<file path="config.mk">
export PLATFORM = sky130hd
export DESIGN_NAME = etx_guard
export DESIGN_NICKNAME = d
export VERILOG_FILES = /design/src/rtl/etx_pkg.sv /design/src/rtl/etx_cmp.sv /design/src/rtl/etx_urun.sv /design/src/rtl/etx_auto.sv /design/src/rtl/etx_guard.sv
export SDC_FILE = /design/constraint.sdc
export NUM_CORES = 1
export LEC_CHECK = 0
export ABC_AREA = 1
export ABC_CLOCK_PERIOD_IN_PS = 950
export BUFFER_PORTS_ARGS = -buffer_cell sky130_fd_sc_hd__buf_4
export CAP_MARGIN = 20
export CORE_ASPECT_RATIO = 0.6
export CORE_UTILIZATION = 36
export DETAILED_ROUTE_END_ITERATION = 10
export PLACE_DENSITY = 0.79
export REMOVE_ABC_BUFFERS = 1
export SYNTH_ARGS = -nofsm -noshare
export SYNTH_HDL_FRONTEND = slang
export SYNTH_SLANG_ARGS = --single-unit
</file>
<file path="constraint.sdc">
create_clock -name clk -period 0.95 [get_ports clk]
set_input_delay 0.0475 -clock clk [delete_from_list [all_inputs] [get_ports clk]]
set_output_delay 0.0475 -clock clk [all_outputs]
set_load 0.1 [all_outputs]
</file>
<file path="src/rtl/etx_pkg.sv">
package etx_pkg;
  localparam int ADDR_W = 11;
  localparam int PKT_W  = 6;

  typedef logic [ADDR_W-1:0] addr_t;
  typedef logic [PKT_W-1:0]  pkt_t;

  // unsigned "DMA has overtaken the load pointer"
  function automatic logic addr_ahead(input addr_t rd, input addr_t ld);
    return rd > ld;
  endfunction

  // full hazard decision for a given effective compare mode
  function automatic logic hazard(input logic en, input logic pkt_mode,
                                  input pkt_t rd_pkt, input pkt_t ld_pkt,
                                  input addr_t rd, input addr_t ld);
    logic same;
    same = (rd_pkt == ld_pkt);
    return en && addr_ahead(rd, ld) && (!pkt_mode || same);
  endfunction

  function automatic logic count_reached(input addr_t cnt, input addr_t thr);
    return cnt >= thr;
  endfunction
endpackage

</file>
<file path="src/rtl/etx_cmp.sv">
module etx_cmp
  import etx_pkg::*;
#(
  parameter bit MODE_BIT_IMPL = 1'b1
) (
  input  logic  clk,
  input  logic  rst_n,
  input  logic  early_en,
  input  logic  cmp_pkt,
  input  addr_t host_ptr,
  input  pkt_t  host_pkt,
  input  addr_t dma_addr,
  input  pkt_t  dma_pkt,
  output logic  stall,
  output logic  mode_eff
);
  logic ahead_w;
  logic pkt_same_w;

  // absent mode bit behaves as a cleared one
  assign mode_eff   = MODE_BIT_IMPL & cmp_pkt;
  assign ahead_w    = addr_ahead(dma_addr, host_ptr);
  assign pkt_same_w = (dma_pkt == host_pkt);
  assign stall      = hazard(early_en, mode_eff, dma_pkt, host_pkt, dma_addr, host_ptr);

  AST_STALL_NEEDS_EN: assert property (@(posedge clk) disable iff (!rst_n)
    stall |-> early_en);
  AST_STALL_NEEDS_AHEAD: assert property (@(posedge clk) disable iff (!rst_n)
    stall |-> ahead_w);
  AST_PKT_MODE_MATCH: assert property (@(posedge clk) disable iff (!rst_n)
    (stall && mode_eff) |-> pkt_same_w);
  AST_NO_MODE_WHEN_ABSENT: assert property (@(posedge clk) disable iff (!rst_n)
    (MODE_BIT_IMPL == 1'b0) |-> !mode_eff);
endmodule

</file>
<file path="src/rtl/etx_urun.sv">
module etx_urun (
  input  logic clk,
  input  logic rst_n,
  input  logic dma_rd,
  input  logic stall,
  input  logic flag_clr,
  output logic pulse,
  output logic flag
);
  logic starve_ev;
  assign starve_ev = dma_rd & stall;

  always_ff @(posedge clk) begin
    if (!rst_n) begin
      pulse <= 1'b0;
      flag  <= 1'b0;
    end else begin
      pulse <= starve_ev;
      if (pulse)         flag <= 1'b1;
      else if (flag_clr) flag <= 1'b0;
    end
  end

  AST_PULSE_AFTER_STARVE: assert property (@(posedge clk) disable iff (!rst_n)
    starve_ev |=> pulse);
  AST_PULSE_NEEDS_STARVE: assert property (@(posedge clk) disable iff (!rst_n)
    !starve_ev |=> !pulse);
  AST_FLAG_SETS: assert property (@(posedge clk) disable iff (!rst_n)
    pulse |=> flag);
  AST_FLAG_HOLDS: assert property (@(posedge clk) disable iff (!rst_n)
    (flag && !flag_clr) |=> flag);
endmodule

</file>
<file path="src/rtl/etx_auto.sv">
module etx_auto
  import etx_pkg::*;
(
  input  logic  clk,
  input  logic  rst_n,
  input  logic  early_en,
  input  logic  auto_en,
  input  logic  rcv_sel,
  input  addr_t enq_bytes,
  input  addr_t auto_thresh,
  input  logic  pkt_begin,
  input  logic  host_enq,
  output logic  tx_start,
  output logic  auto_fire
);
  logic armed_q;
  logic auto_ok;

  assign auto_ok   = auto_en & early_en & ~rcv_sel;
  assign auto_fire = auto_ok & armed_q & count_reached(enq_bytes, auto_thresh);

  always_ff @(posedge clk) begin
    if (!rst_n) begin
      armed_q  <= 1'b1;
      tx_start <= 1'b0;
    end else begin
      tx_start <= host_enq | auto_fire;
      if (pkt_begin)      armed_q <= 1'b1;
      else if (auto_fire) armed_q <= 1'b0;
    end
  end

  AST_FIRE_DISARMS: assert property (@(posedge clk) disable iff (!rst_n)
    (auto_fire && !pkt_begin) |=> !armed_q);
  AST_FIRE_STARTS: assert property (@(posedge clk) disable iff (!rst_n)
    auto_fire |=> tx_start);
  AST_NO_AUTO_BLOCKED: assert property (@(posedge clk) disable iff (!rst_n)
    (!auto_ok && !host_enq) |=> !tx_start);
  AST_ENQ_STARTS: assert property (@(posedge clk) disable iff (!rst_n)
    host_enq |=> tx_start);
endmodule

</file>
<file path="src/rtl/etx_guard.sv">
module etx_guard
  import etx_pkg::*;
#(
  parameter bit MODE_BIT_IMPL = 1'b1
) (
  input  logic              clk,
  input  logic              rst_n,
  input  logic              early_en,
  input  logic              cmp_pkt,
  input  logic              auto_en,
  input  logic              rcv_sel,
  input  logic [ADDR_W-1:0] host_ptr,
  input  logic [PKT_W-1:0]  host_pkt,
  input  logic [ADDR_W-1:0] dma_addr,
  input  logic [PKT_W-1:0]  dma_pkt,
  input  logic              dma_rd,
  input  logic [ADDR_W-1:0] enq_bytes,
  input  logic [ADDR_W-1:0] auto_thresh,
  input  logic              pkt_begin,
  input  logic              host_enq,
  input  logic              flag_clr,
  output logic              dma_stall,
  output logic              underrun,
  output logic              underrun_flag,
  output logic              tx_start
);
  logic stall_w;
  logic mode_eff_w;
  logic auto_fire_w;

  etx_cmp #(.MODE_BIT_IMPL(MODE_BIT_IMPL)) u_cmp (
    .clk(clk), .rst_n(rst_n), .early_en(early_en), .cmp_pkt(cmp_pkt),
    .host_ptr(host_ptr), .host_pkt(host_pkt), .dma_addr(dma_addr),
    .dma_pkt(dma_pkt), .stall(stall_w), .mode_eff(mode_eff_w)
  );

  etx_urun u_urun (
    .clk(clk), .rst_n(rst_n), .dma_rd(dma_rd), .stall(stall_w),
    .flag_clr(flag_clr), .pulse(underrun), .flag(underrun_flag)
  );

  etx_auto u_auto (
    .clk(clk), .rst_n(rst_n), .early_en(early_en), .auto_en(auto_en),
    .rcv_sel(rcv_sel), .enq_bytes(enq_bytes), .auto_thresh(auto_thresh),
    .pkt_begin(pkt_begin), .host_enq(host_enq), .tx_start(tx_start),
    .auto_fire(auto_fire_w)
  );

  assign dma_stall = stall_w;

  AST_OFF_NO_UNDERRUN: assert property (@(posedge clk) disable iff (!rst_n)
    (!early_en) |=> !underrun);
  AST_AUTO_NEEDS_EN: assert property (@(posedge clk) disable iff (!rst_n)
    auto_fire_w |-> (early_en && !rcv_sel));
  AST_PKT_MODE_PORTS: assert property (@(posedge clk) disable iff (!rst_n)
    (dma_stall && mode_eff_w) |-> (dma_pkt == host_pkt));
endmodule

</file>
# [Yosys cells after proc, flatten, opt, wreduce, memory -nomap -nowiden]
# Index checks and enable logic that the tools add are counted.
# W data, S select, Z words.
[word_totals] out_inout_bits=4 ff_bits=4 word_cells=23
[op_classes] eq_ne=1 reduce_logical=6 n_lt_le_gt_ge=2 mux=2 bitwise_logic=8
[ops] operator="$ge A11 B11 Y1" n=1
[ops] operator="$gt A11 B11 Y1" n=1
[ops] operator="$eq A6 B6 Y1" n=1
[ops] operator="$and A1 B1 Y1" n=5
[ops] operator="$logic_and A1 B1 Y1" n=2
[ops] operator="$mux W1" n=2
[ops] operator="$not A1 Y1" n=2
[ops] operator="$reduce_bool A2 Y1" n=1
[ops] operator="$reduce_or A2 Y1" n=1
[ops] operator="$logic_not A1 Y1" n=1
[ops] operator="$logic_or A1 B1 Y1" n=1
[ops] operator="$or A1 B1 Y1" n=1

# [Longest topological paths before layout]
# Gate-level depths: netlist of run 1.
[logic_depth] depth_word=5 depth_mapped=12

# [Modules after synthesis]
# From an unflattened synthesis of run 1, not the netlist that was laid out.
[unflattened] cells_unflattened=167 hier_area_um2=943.4
[modules_own_cells] mod="etx_cmp" seq_area_each_um2=0.0 cells_per_inst=89 area_each_um2=450.4 instances=1
[modules_own_cells] mod="etx_auto" seq_area_each_um2=40.0 cells_per_inst=69 area_each_um2=421.7 instances=1
[modules_own_cells] mod="etx_urun" seq_area_each_um2=40.0 cells_per_inst=9 area_each_um2=71.3 instances=1

# [Least setup slack after synthesis of run 1]
# OpenSTA, ideal clock, no wires.
[synth_path] kind="input to output" start="input host_ptr[10]" end="output dma_stall" required_time_ns=0.902 slack_ns=-0.510 t_arrival_ns=1.412 cell_stages=8 cell_sequence="inv_1 -> ha_1 -> nand2_1 -> nor2_1 -> nand3_1 -> nand3_2 -> nand3_2 -> inv_1"
[synth_between] elab_chain_cells=3
[synth_lines] item="start: declaration" line="etx_guard.sv:12" text="input logic [ADDR_W-1:0] host_ptr,"
[synth_lines] item="$gt A11 B11 Y1"
[synth_lines] item="$logic_and A1 B1 Y1 (2 in series)" line="etx_pkg.sv:19" text="return en && addr_ahead(rd, ld) && (!pkt_mode || same);"
[synth_lines] item="end: declaration" line="etx_guard.sv:22" text="output logic dma_stall,"
# No other way between the ends.

# [Worst setup path after layout of run 1]
[layout_path] start="input host_ptr[6]" end="output dma_stall"
# Same word-level chain as after synthesis.

==> metrics.md, run 1 <==
| Metric | Value |
|---|---|
| Cts hold-fix bufs | 0 |
| Vias in the first global route | 1,251 |
| Highest Signal Layer | met4 |
| Crit path time final | 1.27 ns |
| Outcome | complete, but fails checks |
| Unrepaired setup endpoints after global routing | yes |
| Met3 WL post-DR | 455 um |
| Cell Int Power | between 900 and 1000 uW |
| Count of cell types in the netlist | 19 |
| Num ports | 70 |
| Endpoints failing setup | 4 |
| Critical path required time | 0.90 ns |
| Crit path kind | in2out |
| Largest net degree at the start of global routing | 4 |
| Worst Setup End Kind | primary output |
| Most frequent cell after synthesis | inv_1 |
| P&R area growth vs syn | 125% |
| Clock latency at the later pin of the worst-skew pair | 0.22 ns |
| Max-slew violations | 0 |
| Post-synth top cells | 42 x inv_1, 39 x nand2_1, 22 x ha_1, 10 x a21oi_1, 10 x nor2_1 |
| Post-Syn Area per Cell | 6.04 um^2 |
| Area post-placement | 1460 um^2 |
| Drt total wl | around 4900 um |
| Pre-antenna DRT Iters | 8 |
| Worst Hold Class | in2reg |
| Top-area cell type share of the netlist area | 30.8% |
| Hold Vio Cnt, Final | 0 |
| Deepest clock path buffer count | 2 |
| TritonCTS clock tree | built |
| Crit start category | primary input |
| Final worst path period share | 134% |
| Row count | 13 |
| Nets | 314 |
| GPL Wtd Cong | 0.746 |
| DP Wirelength | 2070 um |
| Worst-margin pin slew | about 0.28 ns |
| EDFF count, synth | 0 |
| Post-route cell area | 2010 um^2 |
| Total power | 1540 uW |
| Avg WL per Cell | approximately 19 um |
| Starting Density | between 30% and 40% |
| First-pass GRT wire length | 5400 um |
| Post-Route Setup TNS | -0.862 ns |
| Dominant cells by area after synthesis | ha_1 31%, inv_1 18%, nand2_1 16% |
| Met1 WL | 1690 um |
| Register clock-pin slew on the reported worst setup and hold paths | 0.04 ns |
| DP Worst Slack | -0.410 ns |
| Core area | 2240 um^2 |
| Number of synthesis warnings | 0 |
| Overflow after GRT | 0 |
| DIE AREA | 2690 um^2 |
| DR vias/cell | 5.42 |
| PortBufs | 69 |
| Root Buffer | clkbuf_8 |
| Clock share of power | 24.9% |
| Failing checks | setup timing |
| Area of the multi-input gates | 1040 um^2 |
| Power Dens Cells | roughly 760 nW/um^2 |
| Vias post-DR | about 1,400 |
| Max_cap viols | 0 |
| Diode count | 0 |
| Sequential cell fraction of total power | between 10% and 20% |
| Depth of the CTS H-tree | 1 |
| Synthesized area | 893 um^2 |
| FMAX | between 700 and 800 MHz |
| CTS Sinks | 4 |
| Overall Global Routing Usage | between 20% and 30% |
| Clock Skews | around 0.0012 ns |
| WP data arrival | 1.22 ns |
| Initial antenna violation count | 0 |
| Post-DRT Antenna Nets | 0 |
| Die width | 66.3 um |
| Register Area | roughly 80 um^2 |
| TritonCTS Buffers | 3 |
| Max FO, Critical Path | 2 |
| Sw Pwr | 586 uW |
| Setup slack after layout | -0.322 ns |
| Pleak | ~0.0010 uW |
| Seq cells post-synth | 4 |
| Cells after synthesis | 148 |
| Switching share of power | 38.1% |
| Asr flop ratio synth | 0% |
| DR iter-0 viols | 115 |
| Predominant post-synthesis flop cell | dfxtp_1 |
| Peak supply drop | 0.438 mV |
| Share of layout cells above drive strength 1 | 68.3% |
| Register area share after synthesis | 8.96% |
| Die Ht | 40.6 um |
| DR DRC count | 0 |
| DR WL met2 | 2280 um |
| Cell accounting for the most synthesized area | ha_1 |
| Fillers | 97 |
| Post-layout util | 89.7% |
| Combinational fraction of design power | 63.7% |
| Slew headroom | 81.3% |
[layout make-up]
cell class,count,area share (%)
multi-input cells,102,51.8
repair buffers,73,31.6
inverters,42,8.70
flip-flops and latches,4,3.98
clock buffers,3,2.05
well taps,30,1.86
[final timing paths]
path             startpoint             end  slack, ns  cells after the start
min               pkt_begin  u_auto.armed_q       0.06                      3
max             host_ptr[6]       dma_stall      -0.32                      9
max reg2reg  u_auto.armed_q  u_auto.armed_q      -0.08                      5
min reg2reg  u_auto.armed_q  u_auto.armed_q       0.52                      2
[registers in the layout, indices dropped and copies added (netlist names)]
signal	count
u_urun.flag	1
u_auto.tx_start	1
u_auto.armed_q	1
u_urun.pulse	1
[through the flow]
stage | hold slack [ns] | cells
after global routing | 0.0565 | 254
final | 0.0618 | 254
after CTS | 0.0162 | 254
after floorplan | 0.146 | 148
after global placement | 0.234 | 248
after detailed placement | 0.235 | 248
[routing by layer]
| metal | vias up | global-route usage [%] |
|---|---|---|
| met2 | 115 | 58.9 |
| met5 | - | 0 |
| met1 | 604 | 26.7 |
| met4 | 0 | 19.7 |
| li1 | 606 | - |
| met3 | 52 | 6.25 |
[cell families (layout without fill, tap and decap cells)]
group                    after synthesis  count (layout)  synth area share (%)
AO/OA/AOI/OAI                         15              15                  9.66
adder cells (fa/ha/maj)               22              22                  30.8
AND/OR/NAND/NOR                       65              65                  32.9
buffers and inverters                 42             118                  17.6
flip-flops                             4               4                  8.96
[power groups by stage]
stage          clock network [uW]  registers (uW)  logic [uW]
2_1_floorplan                   0             208         253
3_3_place_gp                    0             178         535
3_5_place_dp                    0             178         556
4_1_cts                       361             176         762
5_1_grt                       407             177        1050
6_report                      382             177         979
[critical path: stages]
cell,delay (ns)
buf_6,0.10
inv_4,0.04
ha_4,0.19
a21o_1,0.20
o21ai_1,0.22
nand3_2,0.11
nand3_2,0.10
inv_2,0.05
buf_12,0.16
[layout by cell type, fill, tap and decap left out, types with 5 or more instances in the layout]
cell	n
nand2_1	24
buf_6	18
inv_4	7
a21oi_1	6
nor2_2	5
inv_2	15
ha_4	20
a21oi_2	5
nand2_2	8
nand2_4	7
buf_4	53
inv_1	20
nor2_4	5
[repair_timing]
action | in CTS | in global routing
setup endpoints to repair | 4 | 4
gates resized for setup | 60 | 51
pin swaps | 34 | 29
hold endpoints to repair | 0 | 0
buffers inserted | 3 | 0
Note: power is estimated with default switching activity, not from simulation.
==> run 2, diff against run 1 <==
--- a/config.mk
+++ b/config.mk
@@ -10,10 +10,12 @@
 export BUFFER_PORTS_ARGS = -buffer_cell sky130_fd_sc_hd__buf_4
 export CAP_MARGIN = 20
 export CORE_ASPECT_RATIO = 0.6
+export CORE_MARGIN = 2
 export CORE_UTILIZATION = 36
 export DETAILED_ROUTE_END_ITERATION = 10
 export PLACE_DENSITY = 0.79
 export REMOVE_ABC_BUFFERS = 1
+export SKIP_LAST_GASP = 1
 export SYNTH_ARGS = -nofsm -noshare
 export SYNTH_HDL_FRONTEND = slang
 export SYNTH_SLANG_ARGS = --single-unit
==> run 2 against run 1 <==
The run still ends with setup timing left. First-iteration DRC count down 63%. Via count fell by 9.0%. Core utilization fell by 2.5 points. Sequential share of layout area is 0.083 points higher. Register-to-register slack improved by 0.02 ns. Die area up 8.1%. Clock skew shrank 0.00073 ns. Wire length shrank 19%. Flip-flop and latch count is the same. Total power shrank 5.3%. Largest cell class unchanged.
==> metrics.md, run 2 (synthesis gave the netlist of run 1 again) <==
| Metric | Value |
|---|---|
| DR iter-0 viols | 43 (-63%) |
| Outcome | complete, but fails checks |
| Cell Count, Final, Fillers Out | 253 (-0.39%) |
| Num ports | 70 (unchanged) |
| CTS Sinks | 4 (unchanged) |
| Largest net degree at the start of global routing | 4 (unchanged) |
| Met1 usage | 24.2% (-2.5 points) |
| PortBufs | 69 (unchanged) |
| Peak supply drop | 0.497 mV (+14%) |
| Worst Hold Class | in2reg |
| Register Area | 80.1 um^2 (unchanged) |
| Diode count | 0 (unchanged) |
| Share of layout cells above drive strength 1 | 64.1% (-4.2 points) |
| Area of the multi-input gates | 1010 um^2 (-3.6%) |
| Power Dens Cells | 739 nW/um^2 (-3.3%) |
| Slew headroom | 81.5% (+0.22 points) |
| DIE AREA | 2910 um^2 (+8.1%) |
| Post-DRT Antenna Nets | 0 (unchanged) |
| Depth of the CTS H-tree | 1 (unchanged) |
| Die Ht | 42.6 um (+4.9%) |
| Most used cells in the layout excluding fill and tap cells | 52 x buf_4, 27 x nand2_1, 23 x inv_1 |
| Crit path kind | in2out |
| Commonest non-fill, non-tap cell in the layout | buf_4 |
| GPL Wtd Cong | 0.843 (+13%) |
| Post-route cell area | 1970 um^2 (-2.1%) |
| Max-slew violations | 0 (unchanged) |
| Inst Count DP | 248 (unchanged) |
| Deepest clock path buffer count | 2 (unchanged) |
| DP Wirelength | 2020 um (-2.6%) |
| Endpoints failing setup | 4 (unchanged) |
| Final worst path period share | 123% (-10 points) |
| Initial antenna violation count | 0 (unchanged) |
| Row count | 13 (unchanged) |
| Root Buffer | clkbuf_8 |
| TritonCTS Buffers | 3 (unchanged) |
| GRT met3 Usage | 2.96% (-3.3 points) |
| Worst Setup End Kind | primary output |
| WP data arrival | 1.12 ns (-0.10 ns) |
| Crit start category | primary input |
| Worst-margin pin slew | 0.280 ns (-0.00340 ns) |
| Overflow after GRT | 0 (unchanged) |
| Cts hold-fix bufs | 0 (unchanged) |
| TritonCTS clock tree | built |
| Overall Global Routing Usage | 20.6% (-7.8 points) |
| Hold_sp | pkt_begin |
| Core area | 2260 um^2 (+0.72%) |
| Post-Route Setup TNS | -0.544 ns (+0.317 ns) |
| Clock Skews | 0.000495 ns (-0.000730 ns) |
| Clock latency at the later pin of the worst-skew pair | 0.22 ns (about the same) |
| Drt total wl | 3950 um (-19%) |
| P&R area growth vs syn | 121% |
| Crit path time final | 1.17 ns (-0.0996 ns) |
| GR peak layer | met2 |
| Fillers | 118 (+22%) |
| Nets | 313 (-0.32%) |
| Starting Density | 39.5% (-0.29 points) |
| FMAX | 853 MHz (+8.5%) |
| Pre-antenna DRT Iters | 4 (-4) |
| GRT met2 Usage | 36.9% (-22 points) |
| Final hold slack | 0.0165 ns (-0.0452 ns) |
| DR DRC count | 0 (unchanged) |
| Vias in the first global route | 1,089 (-13%) |
| Area post-placement | 1460 um^2 (unchanged) |
| Setup slack after layout | -0.222 ns (+0.0996 ns) |
| Die width | 68.3 um (+3.0%) |
| Pleak | 0.00101 uW (-1.9%) |
| Avg WL per Cell | 15.6 um (-18%) |
| Failing checks | setup timing |
| Post-layout util | 87.2% (-2.5 points) |
| DR vias/cell | 4.95 (-8.6%) |
| Vias post-DR | 1,253 (-9.0%) |
| Critical path required time | 0.90 ns (about the same) |
| First-pass GRT wire length | 4440 um (-18%) |
| Max FO, Critical Path | 2 (unchanged) |
| Register clock-pin slew on the reported worst setup and hold paths | 0.03 ns (about the same) |
| Crit. Startpoint | dma_addr[0] |
| Unrepaired setup endpoints after global routing | yes |
| Hold Vio Cnt, Final | 0 (unchanged) |
| Max_cap viols | 0 (unchanged) |
| RR Startpoint | u_auto.armed_q |
run 2: worst paths after layout:
check / to / slack, ns / cells after the start
worst max-delay path: dma_stall / -0.22 / 10
worst min-delay path: u_auto.armed_q / 0.02 / 3
worst min register to register: u_auto.armed_q / 0.49 / 2
worst max register to register: u_auto.armed_q / -0.06 / 5
run 2: layer usage:
| metal | routed length (um) | part of all wire [%] |
|---|---|---|
| met5 | 0 | 0 |
| met4 | 204 | 5.2 |
| met3 | 229 | 5.8 |
| met2 | 2070 | 52 |
| met1 | 1440 | 37 |
run 2: layout make-up:
type / instances / area share (%)
multi-input cells: 102 / 51.0
repair buffers: 72 / 32.0
inverters: 42 / 8.88
flip-flops and latches: 4 / 4.06
clock buffers: 3 / 2.09
well taps: 30 / 1.90
run 2: metrics by stage:
step	power, uW	setup slack, ns
floorplan	461	-0.510
global placement	720	-0.366
detailed placement	728	-0.421
CTS	1240	-0.176
global route	1540	-0.261
finish	1460	-0.222
run 2: repair_timing:
item | in CTS | in global routing
gates resized for setup | 42 | 58
endpoints found under the hold margin | 0 | 0
buffers inserted | 1 | 1
endpoints found under the setup margin | 4 | 4
cloned | 0 | 0
pin swaps | 19 | 28
run 2: where the power goes:
| part | internal (uW) | switching, uW |
|---|---|---|
| sequential | 174 | 2.33 |
| clock | 272 | 107 |
| combinational | 481 | 421 |
run 2: worst max-delay path, stage by stage:
cell and delay [ns]:
buf_4 0.11, inv_1 0.08, ha_1 0.25, nand3_1 0.08, nand3b_1 0.11, nand2_1 0.05
inv_1 0.06, nand3_2 0.09, inv_2 0.07, buf_12 0.17
